$ cat config.mk
export PLATFORM = sky130hd
export DESIGN_NAME = hzc_top
export DESIGN_NICKNAME = d
export VERILOG_FILES = /design/src/rtl/hzc_pkg.sv /design/src/rtl/hzc_src_decode.sv /design/src/rtl/hzc_match.sv /design/src/rtl/hzc_arbiter.sv /design/src/rtl/hzc_top.sv
export SDC_FILE = /design/constraint.sdc
export NUM_CORES = 1
export LEC_CHECK = 0
export BUFFER_PORTS_ARGS = -buffer_cell sky130_fd_sc_hd__clkbuf_2
export CAP_MARGIN = 30
export CORE_AREA = 2 2 39 41
export DETAILED_ROUTE_END_ITERATION = 12
export DIE_AREA = 0 0 41 43
export PLACE_DENSITY_LB_ADDON = 0.3
export SLEW_MARGIN = 30
export SYNTH_ARGS = -nofsm -noshare
export SYNTH_HDL_FRONTEND = slang
export SYNTH_SLANG_ARGS = --single-unit
export TNS_END_PERCENT = 100
$ cat constraint.sdc
create_clock -name vclk -period 1.7
set_input_delay 0.17 -clock vclk [all_inputs]
set_output_delay 0.17 -clock vclk [all_outputs]
set_load 0.005 [all_outputs]
$ cat src/rtl/hzc_pkg.sv
package hzc_pkg;

    parameter int REG_W = 5;
    parameter int OPC_W = 7;
    parameter int NUM_PROD = 2;

    typedef logic [REG_W-1:0] reg_idx_t;
    typedef logic [OPC_W-1:0] opcode_t;

    typedef struct packed {
        logic rd1;
        logic rd2;
    } src_use_t;

    typedef struct packed {
        logic     wen;
        reg_idx_t rd;
    } producer_t;

    typedef struct packed {
        logic if_flush;
        logic id_flush;
        logic pc_stall;
        logic ifid_stall;
    } ctrl_t;

    localparam opcode_t OPC_LUI    = 7'b0110111;
    localparam opcode_t OPC_AUIPC  = 7'b0010111;
    localparam opcode_t OPC_JAL    = 7'b1101111;
    localparam opcode_t OPC_JALR   = 7'b1100111;
    localparam opcode_t OPC_BRANCH = 7'b1100011;
    localparam opcode_t OPC_LOAD   = 7'b0000011;
    localparam opcode_t OPC_STORE  = 7'b0100011;
    localparam opcode_t OPC_OPIMM  = 7'b0010011;
    localparam opcode_t OPC_OP     = 7'b0110011;

    localparam reg_idx_t REG_ZERO = '0;

    function automatic logic writes_real_reg(input producer_t p);
        return p.wen && (p.rd != REG_ZERO);
    endfunction

endpackage

$ cat src/rtl/hzc_src_decode.sv
module hzc_src_decode
    import hzc_pkg::*;
(
    input  opcode_t  opcode,
    output src_use_t use_o
);
    always_comb begin
        use_o = '0;
        unique case (opcode)
            OPC_BRANCH, OPC_STORE, OPC_OP: begin
                use_o.rd1 = 1'b1;
                use_o.rd2 = 1'b1;
            end
            OPC_JALR, OPC_LOAD, OPC_OPIMM: begin
                use_o.rd1 = 1'b1;
            end
            default: use_o = '0;
        endcase
    end
endmodule

$ cat src/rtl/hzc_match.sv
module hzc_match
    import hzc_pkg::*;
#(
    parameter int NP = NUM_PROD
) (
    input  src_use_t              use_i,
    input  reg_idx_t              rs1,
    input  reg_idx_t              rs2,
    input  producer_t [NP-1:0]    prod,
    output logic      [NP-1:0]    hit_per,
    output logic                  hit
);
    for (genvar g = 0; g < NP; g++) begin : g_prod
        logic m1, m2;
        assign m1 = use_i.rd1 && (prod[g].rd == rs1);
        assign m2 = use_i.rd2 && (prod[g].rd == rs2);
        assign hit_per[g] = writes_real_reg(prod[g]) && (m1 || m2);

        always_comb begin
            assert_nozero_R5: assert (!hit_per[g] || prod[g].rd != REG_ZERO)
                else $error("producer %0d matched on register 0", g);
            assert_wen_R6: assert (!hit_per[g] || prod[g].wen)
                else $error("producer %0d matched without write enable", g);
        end
    end

    assign hit = |hit_per;
endmodule

$ cat src/rtl/hzc_arbiter.sv
module hzc_arbiter
    import hzc_pkg::*;
(
    input  logic  jump,
    input  logic  hazard,
    output ctrl_t ctrl
);
    always_comb begin
        ctrl = '0;
        if (jump) begin
            ctrl.if_flush = 1'b1;
            ctrl.id_flush = 1'b1;
        end else if (hazard) begin
            ctrl.id_flush   = 1'b1;
            ctrl.pc_stall   = 1'b1;
            ctrl.ifid_stall = 1'b1;
        end
    end
endmodule

$ cat src/rtl/hzc_top.sv
module hzc_top
    import hzc_pkg::*;
(
    input  logic       jump_taken,
    input  logic [6:0] id_opcode,
    input  logic [4:0] id_rs1,
    input  logic [4:0] id_rs2,
    input  logic [4:0] ex_rd,
    input  logic       ex_wen,
    input  logic [4:0] mem_rd,
    input  logic       mem_wen,
    output logic       if_flush,
    output logic       id_flush,
    output logic       pc_stall,
    output logic       ifid_stall
);
    src_use_t                 src_use;
    producer_t [NUM_PROD-1:0] prods;
    logic      [NUM_PROD-1:0] hit_per;
    logic                     hazard;
    ctrl_t                    ctrl;

    assign prods[0] = '{wen: ex_wen,  rd: ex_rd};
    assign prods[1] = '{wen: mem_wen, rd: mem_rd};

    hzc_src_decode u_dec (
        .opcode (id_opcode),
        .use_o  (src_use)
    );

    hzc_match #(.NP(NUM_PROD)) u_match (
        .use_i   (src_use),
        .rs1     (id_rs1),
        .rs2     (id_rs2),
        .prod    (prods),
        .hit_per (hit_per),
        .hit     (hazard)
    );

    hzc_arbiter u_arb (
        .jump   (jump_taken),
        .hazard (hazard),
        .ctrl   (ctrl)
    );

    assign if_flush   = ctrl.if_flush;
    assign id_flush   = ctrl.id_flush;
    assign pc_stall   = ctrl.pc_stall;
    assign ifid_stall = ctrl.ifid_stall;

    always_comb begin
        assert_idle_R1: assert (jump_taken || hazard || ctrl == '0)
            else $error("outputs active without cause");
        assert_jump_R2: assert (!jump_taken || (if_flush && id_flush && !pc_stall && !ifid_stall))
            else $error("jump did not produce flush-only pattern");
        assert_stall_R3: assert (jump_taken || !hazard || (id_flush && pc_stall && !if_flush))
            else $error("hazard did not stall");
        assert_use_R7: assert (!hazard || src_use.rd1 || src_use.rd2)
            else $error("hazard from opcode that reads no register");
        assert_pair_R9: assert (pc_stall == ifid_stall && !(if_flush && pc_stall))
            else $error("stall pair inconsistent");
    end
endmodule

* Word level (Yosys, flattened, before mapping) *
Index checks and enable logic that the tools add are counted.

storage, ports and cells
  bits in read-only memories = 0
  bits in writable memories = 0
  memories kept = 0
  word-level logic and storage cells = 31
  input bits = 30
  bits in latches = 0
  flip-flop bits (word level) = 0
  output and inout bits = 4

operators by class
  multiplexer cells = 6
  reductions and logical operators = 15
  $add $sub $neg = 0
  equality and inequality tests = 10
  shift-type cells = 0
  divide/modulo/power cells = 0
  $mul = 0
  bitwise logic cells = 0
  magnitude comparators = 0

operators by type and width
  cell                  count
  $eq A5 B5 Y1          4
  $eq A7 B6 Y1 const B  2
  $eq A7 B7 Y1 const B  2
  $reduce_bool A5 Y1    2
  $logic_and A1 B1 Y1   8
  $eq A7 B2 Y1 const B  1
  $eq A7 B5 Y1 const B  1
  $reduce_or A6 Y1      1
  $mux W1               4
  $mux W3               1
  $reduce_or A3 Y1      1
  $logic_or A1 B1 Y1    2
  $mux W2               1
  $reduce_or A2 Y1      1

* Logic depth before layout (Yosys ltp) *
  depth after elaboration = 9
  depth in mapped cells = 6
  gate-level depth less buffers = 5

* Modules after synthesis *
From an unflattened synthesis, not the netlist that was laid out.

unflattened totals
  cells, all modules = 45
  area, all modules = 356.6 um2

modules (own cells, without submodules)
  module          instances  sequential area each (um2)  area each (um2)  cells each
  hzc_match       1          0.0                         269.0            35
  hzc_src_decode  1          0.0                         57.6             6
  hzc_arbiter     1          0.0                         30.0             4

* Worst setup path before layout *
OpenSTA, ideal clock, no wires.

  path type = input -> output
  from = input port id_opcode[3]
  to = output port pc_stall
  slack = 0.251 ns
  data arrival time = 1.279 ns
  buffers on the path = 1
  data required time = 1.530 ns
  cell stages on the path = 6
  cell sequence = and3b_1 -> nand4b_1 -> nor4_1 -> o221ai_1 -> a21oi_1 -> buf_4

on the way
  longest elaborated chain between the ends = 9
  elaborated cells between the ends (all ways) = 21
  classes of those cells = eq/ne: 6; mux: 4; reduce/logical: 11

RTL lines
  what                                                            line                              source
  start, declared                                                 hzc_top.sv:5                      input logic [6:0] id_opcode,
  $eq A7 B7 Y1, or another cell as far along                      hzc_src_decode.sv:9               unique case (opcode)
  $reduce_or A6 Y1 (no line) or $reduce_or A3 Y1 (tied branches)  --
  $mux W1                                                         hzc_src_decode.sv:9
  $logic_and A1 B1 Y1, on equally long branches                   hzc_match.sv:15, hzc_match.sv:16
  $logic_or A1 B1 Y1                                              hzc_match.sv:17                   assign hit_per[g] = writes_real_reg(prod[g]) && (m1 || m2);
  $logic_and A1 B1 Y1                                             hzc_match.sv:17
  $reduce_or A2 Y1 *                                              hzc_match.sv:27                   assign hit = |hit_per;
  $mux W3 *                                                       hzc_arbiter.sv:13                 end else if (hazard) begin
  $mux W2 *                                                       hzc_arbiter.sv:10                 if (jump) begin
  end, declared                                                   hzc_top.sv:14                     output logic pc_stall,

Every way passes the cells marked *; elsewhere a longest branch is shown, timed or not.

* Final worst setup path *
Same ends and word-level chain as after synthesis.

==> flow_metrics.tcl <==
set metrics [dict create \
    syn_to_final_growth_pct 53.90 \
    first_pass_iters 3 \
    synthTopCellsByArea "xnor2_1, xor2_1, nor4_1" \
    synth_largest_area_cell "xnor2_1" \
    vias 441 \
    cellPowerDensity_mw_per_mm2 221.8 \
    drc 0 \
    status "complete, no violations" \
    netlist_area_um2 336.6 \
    fill_cells 159 \
    cp_max_fo 2 \
    antenna_found_initial 0 \
    path_class "in2out" \
    start_util_pct 24.32 \
    fmax_ghz 0.6369 \
    grt_max_degree 4 \
    hold_violations 0 \
    seq_cells 0 \
    utilization_pct 37.43 \
    holdBufCountCts 0 \
    gr-total-overflow 0 \
    cp_data_arrival_time_ps 1400 \
    post_drt_wl_per_cell_um 10.23 \
    core_region_area_mm2 0.001384 \
    yosysWarnings 0 \
    dpl_worst_slack_ps 75.85 \
    synth_cell_types 17 \
    cap_violations 0 \
    die_w_um 41 \
    die-area_mm2 0.001763 \
    p_total_uw 114.9 \
    grt_usage_pct 11.49 \
    design_area_um2 518.0 \
    cp-start-kind "primary input" \
    io_pins 34 \
    p_leak_uw 0.0002348 \
    die_h_um 43 \
    synth_fp_nets 75 \
    worstSetupEndpointType "output pin" \
    setup_tns_ps 0 \
    avgSynthCellArea_um2 7.479 \
    slew_viol_final 0 \
    synthCells 45 \
    vdd_drop_max_mv 0.06115 \
    timing.final.ws_setup_ps 129.8 \
    grt_pass1_wl_mm 1.524 \
    nClkBuffers 0 \
    antennaDiodeCount 0 \
    ant_nets 0 \
    io_buffers 34 \
    hp-class "in2out" \
    worst_pin_slew_ps 296.5 \
    finalWirelength_um 951 \
    yosysMostFrequentCell "xnor2_1" \
    num_rows 14 \
    via_per_inst 4.742 \
    synth_top_area_share_pct 41.64 \
    dr.first_iter.drc_count 3 \
    multiInputGateArea_um2 327.8 \
    min_period_ps 1570 \
    worstPathRequired_ps 1530 \
    ys_top_cells_by_count "xnor2_1, nand3_1, nor4_1, xor2_1, nand2_1" \
    setup_viol 0 \
    place_congestion 0.7985 \
    placed_area_um2 511.7 \
    slew_headroom_pct 80.05 \
    period_share_pct 92.37 \
    ys_seq_area_share_pct 0 \
    rsz0062_at_grt "true" \
    grt_pass1_vias 397 \
    nets 109 \
    seqCellArea_um2 0 \
    drive_gt1_share_pct 49.35 \
]
==> area by class of cell <==
type               instances  share of cell area (%)
multi-input cells         43                   63.28
repair buffers            34                   32.85
well taps                 16                   3.865
==> cells by family after synthesis <==
logic type	count (synthesis)	share of synthesized area [%]
compound gates	4	8.177
xor+xnor	20	52.04
simple gates	19	35.32
buf+inv	2	4.460
==> routing by layer <==
layer	wire length [um]	track usage, %	vias up
li1	-	-	226
met1	390	14.56	193
met2	470	21.56	22
met3	90	0	0
met4	0	0	0
met5	0	0	-
==> what timing repair did <==
item,4_1_cts,5_1_grt
resized for setup,0,3
endpoints found under the setup margin,0,2
buffers inserted,0,0
==> report_power, final <==
group / leakage (uW) / internal [uW] / total (uW) / switching (uW)
combinational: 0.000235 / 63.0 / 115 / 51.9
clock: 0 / 0 / 0 / 0
sequential: 0 / 0 / 0 / 0
==> worst paths after layout <==
kind,startpoint,endpoint,cells after the start
setup / recovery,id_opcode[3],pc_stall,7
hold / removal,jump_taken,if_flush,2
==> cell usage in the layout, fill, tap and decap left out <==
cell type / n
nor4_1: 3
o21ai_1: 1
nor2_2: 1
nand2_1: 3
a21oi_1: 1
o221ai_1: 1
or4_1: 1
buf_2: 2
nor4_2: 1
nand3b_1: 1
xnor2_1: 16
xor2_1: 4
clkbuf_2: 32
o21ai_2: 1
nor2_1: 1
and3b_1: 2
or4_4: 1
nand4b_1: 1
nand3_1: 4
==> worst max-delay path, cell delays in order <==
cell,delay (ps)
clkbuf_2,80
and3b_1,220
o21ai_1,100
nor4_1,320
o221ai_1,200
a21oi_1,180
buf_2,130
==> metrics by stage <==
step                cells  hold slack, ps
global placement       93           536.8
floorplan              45           375.1
global route           93           550.1
finish                 93           533.5
detailed placement     93           535.3
CTS                    93           536.3
Power figures use the tool's default switching activity.
